### config.mk
export PLATFORM = sky130hd
export DESIGN_NAME = alc_loop
export DESIGN_NICKNAME = d
export VERILOG_FILES = /design/src/rtl/alc_loop.sv
export SDC_FILE = /design/constraint.sdc
export NUM_CORES = 1
export LEC_CHECK = 0
export ABC_CLOCK_PERIOD_IN_PS = 14600
export BUFFER_PORTS_ARGS = -buffer_cell sky130_fd_sc_hd__buf_2
export CAP_MARGIN = 20
export CORE_MARGIN = 2
export CORE_UTILIZATION = 40
export DETAILED_ROUTE_END_ITERATION = 7
export SLEW_MARGIN = 0
export SYNTH_ARGS = -nofsm -noshare
export SYNTH_HDL_FRONTEND = slang
export SYNTH_SLANG_ARGS = --single-unit
### constraint.sdc
create_clock -name clk -period 14.6 [get_ports clk]
set_clock_uncertainty 0.2 [all_clocks]
set_input_delay 0.73 -clock clk [delete_from_list [all_inputs] [get_ports clk]]
set_output_delay 0.73 -clock clk [all_outputs]
set_load 0.01 [all_outputs]
### src/rtl/alc_loop.sv
module alc_loop #(
  parameter int SMP_W     = 16,
  parameter int GAIN_W    = 6,
  parameter int GAIN_RST  = 23,
  parameter int FRAME_SMP = 48,
  parameter int ATK_BASE  = 6,
  parameter int DCY_BASE  = 24,
  parameter int HOLD_BASE = 2,
  parameter int CODE_CAP  = 10
) (
  input  logic              clk,
  input  logic              rst_n,
  input  logic              smp_stb,
  input  logic [SMP_W-1:0]  smp_in,
  input  logic              loop_en,
  input  logic              man_wr,
  input  logic [GAIN_W-1:0] man_gain,
  input  logic [SMP_W-2:0]  tgt_lvl,
  input  logic              gate_en,
  input  logic [SMP_W-2:0]  gate_lvl,
  input  logic [3:0]        atk_code,
  input  logic [3:0]        dcy_code,
  input  logic [3:0]        hold_code,
  output logic [GAIN_W-1:0] gain_code
);
  localparam int MAG_W = SMP_W - 1;
  localparam int FC_W  = $clog2(FRAME_SMP + 1);
  localparam int CNT_W = $clog2(ATK_BASE + DCY_BASE + HOLD_BASE + 1) + 16;
  localparam logic [GAIN_W-1:0] GAIN_MAX = {GAIN_W{1'b1}};

  logic [FC_W-1:0]  fcnt;
  logic [MAG_W-1:0] peak, mag, level;
  logic [SMP_W-1:0] neg;
  logic [CNT_W-1:0] atk_cnt, dcy_cnt, hold_cnt, atk_len, dcy_len, hold_len;
  logic [3:0]       atk_sh, dcy_sh;
  logic             frame_end, loud, quiet, gated;

  assign neg   = -smp_in;
  assign mag   = !smp_in[SMP_W-1] ? smp_in[MAG_W-1:0] :
                 neg[SMP_W-1]     ? {MAG_W{1'b1}} : neg[MAG_W-1:0];
  assign level = (mag > peak) ? mag : peak;

  assign frame_end = loop_en && smp_stb && (fcnt == FC_W'(FRAME_SMP - 1));
  assign loud      = level > tgt_lvl;
  assign quiet     = level < tgt_lvl;
  assign gated     = gate_en && (level < gate_lvl);

  assign atk_sh   = (atk_code > 4'(CODE_CAP)) ? 4'(CODE_CAP) : atk_code;
  assign dcy_sh   = (dcy_code > 4'(CODE_CAP)) ? 4'(CODE_CAP) : dcy_code;
  assign atk_len  = CNT_W'(ATK_BASE) << atk_sh;
  assign dcy_len  = CNT_W'(DCY_BASE) << dcy_sh;
  assign hold_len = (hold_code == 4'd0) ? '0 : (CNT_W'(HOLD_BASE) << (hold_code - 4'd1));

  always_ff @(posedge clk) begin
    if (!rst_n) begin
      fcnt      <= '0;
      peak      <= '0;
      atk_cnt   <= '0;
      dcy_cnt   <= '0;
      hold_cnt  <= '0;
      gain_code <= GAIN_W'(GAIN_RST);
    end else if (!loop_en) begin
      fcnt     <= '0;
      peak     <= '0;
      atk_cnt  <= '0;
      dcy_cnt  <= '0;
      hold_cnt <= '0;
      if (man_wr) gain_code <= man_gain;
    end else if (smp_stb) begin
      if (!frame_end) begin
        fcnt <= fcnt + FC_W'(1);
        peak <= level;
      end else begin
        fcnt <= '0;
        peak <= '0;
        if (loud) begin
          hold_cnt <= '0;
          dcy_cnt  <= '0;
          if (atk_cnt >= atk_len - CNT_W'(1)) begin
            atk_cnt <= '0;
            if (gain_code != '0) gain_code <= gain_code - GAIN_W'(1);
          end else begin
            atk_cnt <= atk_cnt + CNT_W'(1);
          end
        end else if (gated) begin
          atk_cnt <= '0;
          dcy_cnt <= '0;
        end else if (quiet) begin
          atk_cnt <= '0;
          if (hold_cnt < hold_len) begin
            hold_cnt <= hold_cnt + CNT_W'(1);
          end else if (dcy_cnt >= dcy_len - CNT_W'(1)) begin
            dcy_cnt <= '0;
            if (gain_code != GAIN_MAX) gain_code <= gain_code + GAIN_W'(1);
          end else begin
            dcy_cnt <= dcy_cnt + CNT_W'(1);
          end
        end else begin
          atk_cnt  <= '0;
          dcy_cnt  <= '0;
          hold_cnt <= '0;
        end
      end
    end
  end

  a_r2_manual_load: assert property (@(posedge clk) disable iff (!rst_n)
    (!loop_en && man_wr) |=> (gain_code == $past(man_gain)));

  a_r11_frame_only: assert property (@(posedge clk) disable iff (!rst_n)
    (loop_en && !frame_end) |=> $stable(gain_code));

  a_r11_single_step: assert property (@(posedge clk) disable iff (!rst_n)
    loop_en |=> (gain_code == $past(gain_code) ||
                 gain_code == $past(gain_code) + GAIN_W'(1) ||
                 gain_code == $past(gain_code) - GAIN_W'(1)));

  a_r9_no_wrap_low: assert property (@(posedge clk) disable iff (!rst_n)
    (loop_en && gain_code == '0) |=> (gain_code != GAIN_MAX));

  a_r9_no_wrap_high: assert property (@(posedge clk) disable iff (!rst_n)
    (loop_en && gain_code == GAIN_MAX) |=> (gain_code != '0));

  a_r5_loud_no_rise: assert property (@(posedge clk) disable iff (!rst_n)
    (frame_end && loud) |=> (gain_code <= $past(gain_code)));

  a_r10_gate_no_rise: assert property (@(posedge clk) disable iff (!rst_n)
    (frame_end && gated && !loud) |=> (gain_code == $past(gain_code)));
endmodule

==> results.toml, run 1 <==
[grt]
grt_use_total = 0.189
globalRoute.totalOverflow = 0
grt_start_max_net_pins = 33
vias_in_the_first_global_route = 7046
grt_pass1_wl_um = 33800
number_of_antenna_violations_at_the_first_check_in_global_routing = 1

[setup_path]
worst_ep_arrival_time_ns = 6.94
rrSetupSlack_ns = 9.00
timing.critical_path.required_ns = 14.65
worstSetupPathType = "in -> reg"
crit_fanout = 26
max_stage_delay_ns = 0.43
worst_setup_path_start_kind = "input port"
timing.rr.end = "gain_code[5]$_SDFFE_PN0P_"
r2r_depth = 23
timing.critical_path.slowest_stage_cell = "sky130_fd_sc_hd__o21ai_0"
crit-reg2reg-launch = "peak[2]$_SDFFE_PN0P_"
critPathCaptureType = "flip-flop"

[power]
p_int_mw = 0.484
total_switching_power_mw = 0.220
power.density_nw_per_um2 = 77.7
cellLeakagePower_nw = 3.99
netSwitchingFraction = 0.312
vdd.ir_drop.worst_v = 0.0000599
share_clk_of_total_power = 0.368
seq_power_share = 0.369
power.share.combinational = 0.264

[synthesis]
synthDominantCellAreaShare = 0.229
syn-instance-count = 1066
syn_avg_cell_area_um2 = 7.63
synth-edff-count = 0
dominant_cell_type_by_area_after_synthesis = "sky130_fd_sc_hd__dfxtp_1"
count_of_cell_types_in_the_netlist = 74
synth_async_sr_flop_share = 0
seq_area_frac_synth = 0.229
ys.flop_type = "sky130_fd_sc_hd__dfxtp_1"
ys_seq_elements = 93
syn_area_um2 = 8130
post_synth_main_area_contributors = "sky130_fd_sc_hd__dfxtp_1, sky130_fd_sc_hd__ha_1, sky130_fd_sc_hd__nand2_1, sky130_fd_sc_hd__o21ai_0, sky130_fd_sc_hd__a21oi_1"
yosys_warnings = 0

[clock_network]
post_cts.resized_instances = 0
clock_latency_ns = 0.35
postCtsSetupRepairBufs = 0
tritoncts = "built"
htree_num_levels = 3
cts.clk_slew.worst_paths_ns = 0.07
cts_made_buffers = 9
cts.hold.buffers_added = 0
max-clock-path-buffers = 2
clkSinkCount = 93
cts_root_buf = "sky130_fd_sc_hd__clkbuf_16"

[route]
route.detailed.drc = 0
drt_iter0_markers = 399
drt_wl_total_um = 19800
drt-wirelength-per-cell_um = 14.1
detail_route.first_pass.iterations = 8
via_count = 7550
vias_per_cell = 5.39
postRouteAntennaNets = 0

[sta]
max_slew_margin = 0.439
period_needed_ns = 6.89
timing.final.setup_violations = 0
tightest_slew_ns = 0.840
tns_ns = 0
report.final.slew_viol_count = 0
hold-worst-slack_ns = 0.259
rsz0062_at_grt = "no"
fin_crit_sh = 0.472
timing.fmax_mhz = 145
report.final.hold_viol_count = 0

[floorplanning]
die_width_um = 147
die_h_um = 147
rows = 52
dieArea_um2 = 21500
initial_utilization = 0.404
core_area_um2 = 20100
boundaryPins = 76

[place]
dpl.cell_count = 1382
globalplace.congestion = 0.863
placement.io_buffers = 75
dp.final_hpwl_um = 15400

[cells_and_area]
layout_commonest_cell = "sky130_fd_sc_hd__nand2_1"
design.final.nets = 1311
synthToLayoutAreaGrowth_pct = 11.3
commonest_cells_after_routing_fill_and_taps_aside = "sky130_fd_sc_hd__nand2_1, sky130_fd_sc_hd__ha_1, sky130_fd_sc_hd__dfxtp_1"
post-route-util = 0.450
finish.cell_count_without_fillers = 1400
layout.filler_cells = 2051
drive_above_1_share = 0.110

[worst_hold_path]
worstHoldEndpoint = "hold_cnt[19]$_SDFFE_PN0P_"
hold_depth = 1
hp-start = "hold_cnt[19]$_SDFFE_PN0P_"
min-delay-path-class = "reg -> reg"

[outcome]
result_of_the_run = "completed"

[run]
max_cap_violations = 0
area by class of cell:
type	count	area, um^2	area share
diodes	1	2.50	0.000277
clock inverters	5	82.6	0.00913
repair buffers	78	405	0.0448
clock buffers	11	233	0.0257
inverters	66	248	0.0274
flip-flops and latches	93	1860	0.206
well taps	270	338	0.0373
multi-input cells	876	5880	0.650
power by group through the flow:
stage	Combinational (mW)	Sequential, mW	Clock, mW
after floorplan	0.137	0.265	0
after global placement	0.183	0.265	0
after detailed placement	0.185	0.265	0
after CTS	0.186	0.259	0.263
after global routing	0.212	0.260	0.273
final	0.186	0.259	0.259
sequential cells by signal (all words and copies together), names as in the netlist:
register	count
atk_cnt	22
dcy_cnt	22
fcnt	6
gain_code	6
hold_cnt	22
peak	15
per-stage QoR:
step	setup slack (ns)	power (mW)	instance area, um^2
after floorplan	8.12	0.402	8160
after global placement	7.52	0.448	8710
after detailed placement	7.37	0.450	8710
after CTS	7.74	0.708	9030
after global routing	7.13	0.745	9040
final	7.71	0.703	9050
layer usage:
| metal | wire, um | GRT usage | up-vias |
|---|---|---|---|
| li1 | - | - | 3949 |
| met1 | 9810 | 0.258 | 3491 |
| met2 | 9240 | 0.317 | 96 |
| met3 | 512 | 0.0225 | 14 |
| met4 | 228 | 0.0466 | 0 |
| met5 | 0 | 0 | - |
cell families (layout without fill, tap and decap cells):
logic type / Yosys count / count (layout) / share of synthesized area
AOI/OAI and AO/OA: 287 / 287 / 0.229
xor gates and xnor gates: 34 / 34 / 0.0366
adders and majority gates: 117 / 117 / 0.181
buffers and inverters: 106 / 160 / 0.0529
DFF: 93 / 93 / 0.229
muxes: 13 / 13 / 0.0169
other: 1 / 11 / 0.000461
and+or+nand+nor: 415 / 415 / 0.254
worst max-delay path by stage:
| stage | from | to |
|---|---|---|
| floorplan | smp_in[12] | gain_code[5]$_SDFFE_PN0P_ |
| global placement | smp_in[4] | gain_code[5]$_SDFFE_PN0P_ |
| detailed placement | smp_in[4] | gain_code[5]$_SDFFE_PN0P_ |
| CTS | smp_in[4] | gain_code[5]$_SDFFE_PN0P_ |
| global route | smp_in[4] | gain_code[5]$_SDFFE_PN0P_ |
| finish | smp_in[4] | gain_code[5]$_SDFFE_PN0P_ |
cell usage after synthesis, drive strengths merged, types with 19 or more instances:
master / instances
nor2b: 19
o21ai: 107
inv: 66
nor2: 75
clkbuf: 25
nand4: 22
ha: 116
xor2: 26
and3: 25
dfxtp: 93
nand2: 139
nand3: 47
a21oi: 61
nand2b: 19
o31ai: 20
critical path: cells and delay by family:
kind | cells | cell delay, ns
AOI/OAI and AO/OA | 13 | 2.69
and+or+nand+nor | 7 | 1.83
adders and majority gates | 3 | 0.83
buffers and inverters | 2 | 0.36
muxes | 1 | 0.28
xor gates and xnor gates | 1 | 0.20
Note: power is estimated with default switching activity, not from simulation.
==> inputs of run 2 (changes only) <==
--- a/config.mk
+++ b/config.mk
@@ -5,7 +5,8 @@
 export SDC_FILE = /design/constraint.sdc
 export NUM_CORES = 1
 export LEC_CHECK = 0
-export ABC_CLOCK_PERIOD_IN_PS = 14600
+export ABC_AREA = 1
+export ABC_CLOCK_PERIOD_IN_PS = 6400
 export BUFFER_PORTS_ARGS = -buffer_cell sky130_fd_sc_hd__buf_2
 export CAP_MARGIN = 20
 export CORE_MARGIN = 2
==> constraint.sdc (replaced) <==
create_clock -name clk -period 6.4 [get_ports clk]
set_clock_uncertainty 0.2 [all_clocks]
set_input_delay 0.32 -clock clk [delete_from_list [all_inputs] [get_ports clk]]
set_output_delay 0.32 -clock clk [all_outputs]
set_load 0.01 [all_outputs]
==> run 2 against run 1 <==
Critical path type unchanged. Critical endpoint unchanged. Final area rose by 10%. Register-to-register slack lost 7.4 ns. Largest cell class unchanged. Routed wire length up 14%. Power grew 130%.
==> results.toml, run 2 <==
[clock_network]
max-clock-path-buffers = 2
htree_num_levels = 3
tritoncts = "built"
cts_root_buf = "sky130_fd_sc_hd__clkbuf_16"
cts_made_buffers = 9
clkSinkCount = 93
cts.hold.buffers_added = 0
cts.clk_slew.worst_paths_ns = 0.07
clock_latency_ns = 0.35

[synthesis]
post_synth_main_area_contributors = "sky130_fd_sc_hd__dfxtp_1, sky130_fd_sc_hd__ha_1, sky130_fd_sc_hd__nand2_1, sky130_fd_sc_hd__inv_1, sky130_fd_sc_hd__nor2_1"
seq_area_frac_synth = 0.207
yosysMostFrequentCell = "sky130_fd_sc_hd__nand2_1"
syn_area_um2 = 8990
dominant_cell_type_by_area_after_synthesis = "sky130_fd_sc_hd__dfxtp_1"
syn-instance-count = 1417
count_of_cell_types_in_the_netlist = 55
yosys_warnings = 0
synth-edff-count = 0
post_synth_most_frequent_cells = "sky130_fd_sc_hd__nand2_1, sky130_fd_sc_hd__inv_1, sky130_fd_sc_hd__nor2_1"
ys.flop_type = "sky130_fd_sc_hd__dfxtp_1"
synth_async_sr_flop_share = 0
syn_avg_cell_area_um2 = 6.35
synthDominantCellAreaShare = 0.207
ys_seq_elements = 93

[cells_and_area]
layout.area.seq_um2 = 1860
commonest_cells_after_routing_fill_and_taps_aside = "sky130_fd_sc_hd__nand2_1, sky130_fd_sc_hd__inv_1, sky130_fd_sc_hd__nor2_1"
synthToLayoutAreaGrowth_pct = 11.0
drive_above_1_share = 0.0964
finish.cell_count_without_fillers = 1775
post_layout_instance_area_um2 = 9980
multi_input_comb_area_um2 = 6300
layout_commonest_cell = "sky130_fd_sc_hd__nand2_1"
design.final.nets = 1676
reg.largest.list = "atk_cnt (22), dcy_cnt (22), hold_cnt (22)"
layout.filler_cells = 2357

[setup_path]
rrSetupSlack_ns = 1.56
timing.critical_path.slowest_stage_cell = "sky130_fd_sc_hd__o21ai_0"
critPathCaptureType = "flip-flop"
max_stage_delay_ns = 0.40
crit_fanout = 28
worst_ep_arrival_time_ns = 5.79
worst-path-buf-inv = 8
critical_path_cell_count = 41
r2r_depth = 30
worst_setup_path_start_kind = "input port"
timing.critical_path.required_ns = 6.45
worstSetupPathType = "in -> reg"
worst_path_dominant_cell_family = "simple AND/OR/NAND/NOR gates"

[floorplanning]
rows = 54
die_width_um = 154
boundaryPins = 76
dieArea_um2 = 23700
die_h_um = 154
initial_utilization = 0.410
core_area_um2 = 22000

[sta]
report.final.slew_viol_count = 0
fin_crit_sh = 0.897
tightest_slew_ns = 0.930
tns_ns = 0
report.final.hold_viol_count = 0
timing.fmax_mhz = 174
hold-worst-slack_ns = 0.0370
timing.final.setup_violations = 0
max_slew_margin = 0.380
rsz0062_at_grt = "no"
period_needed_ns = 5.74

[route]
detail_route.first_pass.iterations = 5
drt-wirelength-per-cell_um = 12.8
drt_wl_total_um = 22700
route.detailed.drc = 0
drt_iter0_markers = 475
vias_per_cell = 5.07
postRouteAntennaNets = 0
via_count = 9008

[grt]
grt_pass1_wl_um = 38400
globalRoute.totalOverflow = 0
grt_start_max_net_pins = 35
vias_in_the_first_global_route = 8312
grt_use_total = 0.191
number_of_antenna_violations_at_the_first_check_in_global_routing = 0

[power]
design_power_total_mw = 1.58
power.density_nw_per_um2 = 159
cellLeakagePower_nw = 4.60
vdd.ir_drop.worst_v = 0.000138

[worst_hold_path]
hold_depth = 2
min-delay-path-class = "in -> reg"

[place]
detailed_place.area_um2 = 9670
globalplace.congestion = 0.896
dpl.cell_count = 1758
placement.io_buffers = 75
dp.final_hpwl_um = 17700

[run]
max_cap_violations = 0

[outcome]
result_of_the_run = "completed"
[run 2: cell types whose count changed after synthesis, moves of 17 or more]
cell | before | now
sky130_fd_sc_hd__nor2b_1 | 17 | 0
sky130_fd_sc_hd__nor3_1 | 14 | 49
sky130_fd_sc_hd__o31ai_1 | 20 | 1
sky130_fd_sc_hd__nand3_1 | 47 | 97
sky130_fd_sc_hd__a21oi_1 | 61 | 92
sky130_fd_sc_hd__and3_1 | 25 | 1
sky130_fd_sc_hd__nand2_1 | 138 | 352
sky130_fd_sc_hd__nor2_1 | 75 | 160
sky130_fd_sc_hd__nand2b_1 | 19 | 0
sky130_fd_sc_hd__o21ai_0 | 89 | 60
sky130_fd_sc_hd__inv_1 | 64 | 184
[run 2: worst register-to-register path, delay by kind of cell, from the launching register on]
| family | cells | cell delay (ns) |
|---|---|---|
| xor+xnor | 1 | 0.19 |
| buf+inv | 5 | 0.48 |
| flops | 1 | 0.33 |
| compound gates | 7 | 1.12 |
| simple gates | 14 | 1.45 |
| fa+ha+maj | 3 | 0.98 |
[run 2: logic make-up (layout without fill, tap and decap cells)]
group,after synthesis,after routing,synth area share
adders and majority gates,117,117,0.164
and+or+nand+nor,743,743,0.366
DFF,93,93,0.207
AOI/OAI and AO/OA,190,190,0.117
xor gates and xnor gates,47,47,0.0458
other,1,11,0.000417
muxes,1,1,0.00111
buffers and inverters,225,293,0.0993
[run 2: timing repair]
item / CTS / global route
endpoints found under the setup margin: 0 / 1
gates resized for setup: 0 / 13
buffers inserted: 0 / 0
[run 2: worst paths after layout]
kind,start,to
worst max-delay path,smp_in[0],gain_code[5]$_SDFFE_PN0P_
worst min-delay path,smp_stb,fcnt[0]$_SDFFE_PN0P_
worst max register to register,peak[14]$_SDFFE_PN0P_,gain_code[5]$_SDFFE_PN0P_
worst min register to register,hold_cnt[21]$_SDFFE_PN0P_,hold_cnt[21]$_SDFFE_PN0P_
[run 2: stage by stage]
stage,setup WS (ns),util
6_report,0.659,0.455
5_1_grt,0.0355,0.455
4_1_cts,0.425,0.453
3_5_place_dp,0.0750,0.441
3_3_place_gp,0.252,0.440
2_1_floorplan,0.713,-
[run 2: metal layers]
metal | GRT usage | part of all wire | vias up
li1 | - | - | 4811
met1 | 0.263 | 0.51 | 4057
met2 | 0.326 | 0.46 | 127
met3 | 0.0200 | 0.027 | 13
met4 | 0.0392 | 0.0085 | 0
met5 | 0 | 0 | -
[run 2: area by class of cell]
| type | instances | share of cell area |
|---|---|---|
| Sequential cell | 93 | 0.186 |
| Multi-Input combinational cell | 1108 | 0.631 |
| Timing Repair Buffer | 88 | 0.0481 |
| Tap cell | 280 | 0.0351 |
| Antenna cell | 1 | 0.000251 |
| Clock inverter | 6 | 0.00439 |
| Inverter | 189 | 0.0711 |
| Clock buffer | 10 | 0.0239 |
[run 2: power breakdown]
group / internal, mW / total, mW / switching, mW
combinational: 0.164 / 0.462 / 0.297
sequential: 0.586 / 0.594 / 0.00840
clock: 0.277 / 0.529 / 0.252
==> inputs of run 3 (changes only) <==
--- a/config.mk
+++ b/config.mk
@@ -5,7 +5,6 @@
 export SDC_FILE = /design/constraint.sdc
 export NUM_CORES = 1
 export LEC_CHECK = 0
-export ABC_AREA = 1
 export ABC_CLOCK_PERIOD_IN_PS = 6400
 export BUFFER_PORTS_ARGS = -buffer_cell sky130_fd_sc_hd__buf_2
 export CAP_MARGIN = 20
==> run 3 against run 2 <==
Sequential power about the same. Global-route usage down 0.22 points. Clock power up 7.2%. Critical path depth down 13. Power is 1.2% higher. First-iteration DRC count shrank 11%. Flip-flop and latch count did not move. Hold slack got worse by 0.0091 ns. Register-to-register slack got worse by 0.19 ns. Largest cell class unchanged. Highest routed layer unchanged.
==> results.toml, run 3 (synthesis results as in run 1) <==
[route]
drt_iter0_markers = 425
detail_route.first_pass.iterations = 5
postRouteAntennaNets = 0
vias_per_cell = 5.33
drt_wl_total_um = 19700
route.detailed.drc = 0
via_count = 7570
drt-wirelength-per-cell_um = 13.9

[setup_path]
worst_ep_arrival_time_ns = 5.94
timing.critical_path.required_ns = 6.45
worst_setup_path_start_kind = "input port"
worstSetupPathType = "in -> reg"
critPathCaptureType = "flip-flop"
crit_fanout = 26

[floorplanning]
die_width_um = 147
die_h_um = 147
core_area_um2 = 20100
boundaryPins = 76
dieArea_um2 = 21500
initial_utilization = 0.404
rows = 52

[power]
vdd.ir_drop.worst_v = 0.0000844
design_power_total_mw = 1.60
cellLeakagePower_nw = 4.07
power.density_nw_per_um2 = 174

[place]
dpl.cell_count = 1401
globalplace.congestion = 0.837
dp.final_hpwl_um = 15700
placement.io_buffers = 75

[clock_network]
clkSinkCount = 93
post_cts.resized_instances = 0
cts_root_buf = "sky130_fd_sc_hd__clkbuf_16"
cts.clk_slew.worst_paths_ns = 0.07
postCtsSetupRepairBufs = 0
clock_latency_ns = 0.35
max-clock-path-buffers = 2
htree_num_levels = 3
tritoncts = "built"
cts_made_buffers = 9
cts.hold.buffers_added = 0

[sta]
period_needed_ns = 5.89
fin_crit_sh = 0.920
hold-worst-slack_ns = 0.0279
tightest_slew_ns = 0.843
report.final.slew_viol_count = 0
timing.fmax_mhz = 170
max_slew_margin = 0.437
timing.final.setup_violations = 0
report.final.hold_viol_count = 0

[outcome]
result_of_the_run = "completed"

[cells_and_area]
commonest_cells_after_routing_fill_and_taps_aside = "sky130_fd_sc_hd__nand2_1, sky130_fd_sc_hd__ha_1, sky130_fd_sc_hd__dfxtp_1"
layout_commonest_cell = "sky130_fd_sc_hd__nand2_1"
reg.largest.list = "atk_cnt (22), dcy_cnt (22), hold_cnt (22)"
drive_above_1_share = 0.128
finish.cell_count_without_fillers = 1419
synthToLayoutAreaGrowth_pct = 13.2
design.final.nets = 1329

[run]
max_cap_violations = 0

[grt]
grt_pass1_wl_um = 34100
grt_start_max_net_pins = 27
vias_in_the_first_global_route = 7094
grt_use_total = 0.189
number_of_antenna_violations_at_the_first_check_in_global_routing = 0
globalRoute.totalOverflow = 0

[worst_hold_path]
min-delay-path-class = "in -> reg"
## run 3: per-stage QoR
step           cell area [um^2]  TNS, ns   util  setup WS (ns)
6_report                   9200        0  0.458          0.512
5_1_grt                    9200  -0.0193  0.457        -0.0193
4_1_cts                    9170        0  0.456          0.459
3_5_place_dp               8860        0  0.441         0.0813
3_3_place_gp               8860        0  0.441          0.197
2_1_floorplan              8160        0      -          0.326
## run 3: layout make-up
type | count | area, um^2
diodes | 2 | 5.00
clock buffers | 10 | 239
clock inverters | 6 | 70.1
fillers | 2036 | 10900
inverters | 66 | 248
multi-input cells | 876 | 5900
flip-flops and latches | 93 | 1860
well taps | 270 | 338
repair buffers | 96 | 537
## run 3: final timing paths
path / to / depth (start not counted) / start / slack, ns
max: gain_code[5]$_SDFFE_PN0P_ / 28 / smp_in[3] / 0.51
min: gain_code[4]$_SDFFE_PN1P_ / 2 / rst_n / 0.03
max reg2reg: gain_code[5]$_SDFFE_PN0P_ / 23 / peak[10]$_SDFFE_PN0P_ / 1.37
min reg2reg: hold_cnt[21]$_SDFFE_PN0P_ / 1 / hold_cnt[21]$_SDFFE_PN0P_ / 0.26
## run 3: metal layers
metal	vias up	wire [um]	track usage
li1	3989	-	-
met1	3479	9950	0.261
met2	81	9040	0.311
met3	21	351	0.0213
met4	0	387	0.0587
met5	-	0	0
## run 3: power by group
part	internal [mW]	switching [mW]
Sequential	0.585	0.00645
Clock	0.317	0.249
Combinational	0.191	0.255
Total	1.09	0.511
## run 3: worst max-delay path: stages
cell	delay, ns
sky130_fd_sc_hd__buf_2	0.14
sky130_fd_sc_hd__nor4_4	0.43
sky130_fd_sc_hd__nand4_1	0.17
sky130_fd_sc_hd__nor2_1	0.17
sky130_fd_sc_hd__a21boi_0	0.10
sky130_fd_sc_hd__o22a_1	0.25
sky130_fd_sc_hd__ha_1	0.33
sky130_fd_sc_hd__nand4_1	0.15
sky130_fd_sc_hd__nor2_1	0.16
sky130_fd_sc_hd__o31ai_2	0.10
sky130_fd_sc_hd__a21oi_1	0.18
sky130_fd_sc_hd__buf_6	0.22
sky130_fd_sc_hd__mux2_2	0.40
sky130_fd_sc_hd__ha_1	0.30
sky130_fd_sc_hd__nand4_1	0.11
sky130_fd_sc_hd__nor2_1	0.21
sky130_fd_sc_hd__o2111ai_1	0.16
sky130_fd_sc_hd__o211ai_2	0.18
sky130_fd_sc_hd__and2_1	0.19
sky130_fd_sc_hd__buf_4	0.18
sky130_fd_sc_hd__ha_1	0.27
sky130_fd_sc_hd__a21oi_1	0.21
sky130_fd_sc_hd__o21bai_1	0.09
sky130_fd_sc_hd__a21oi_1	0.17
sky130_fd_sc_hd__xor2_1	0.21
sky130_fd_sc_hd__o31ai_1	0.08
sky130_fd_sc_hd__mux2_1	0.28
sky130_fd_sc_hd__a32o_1	0.20
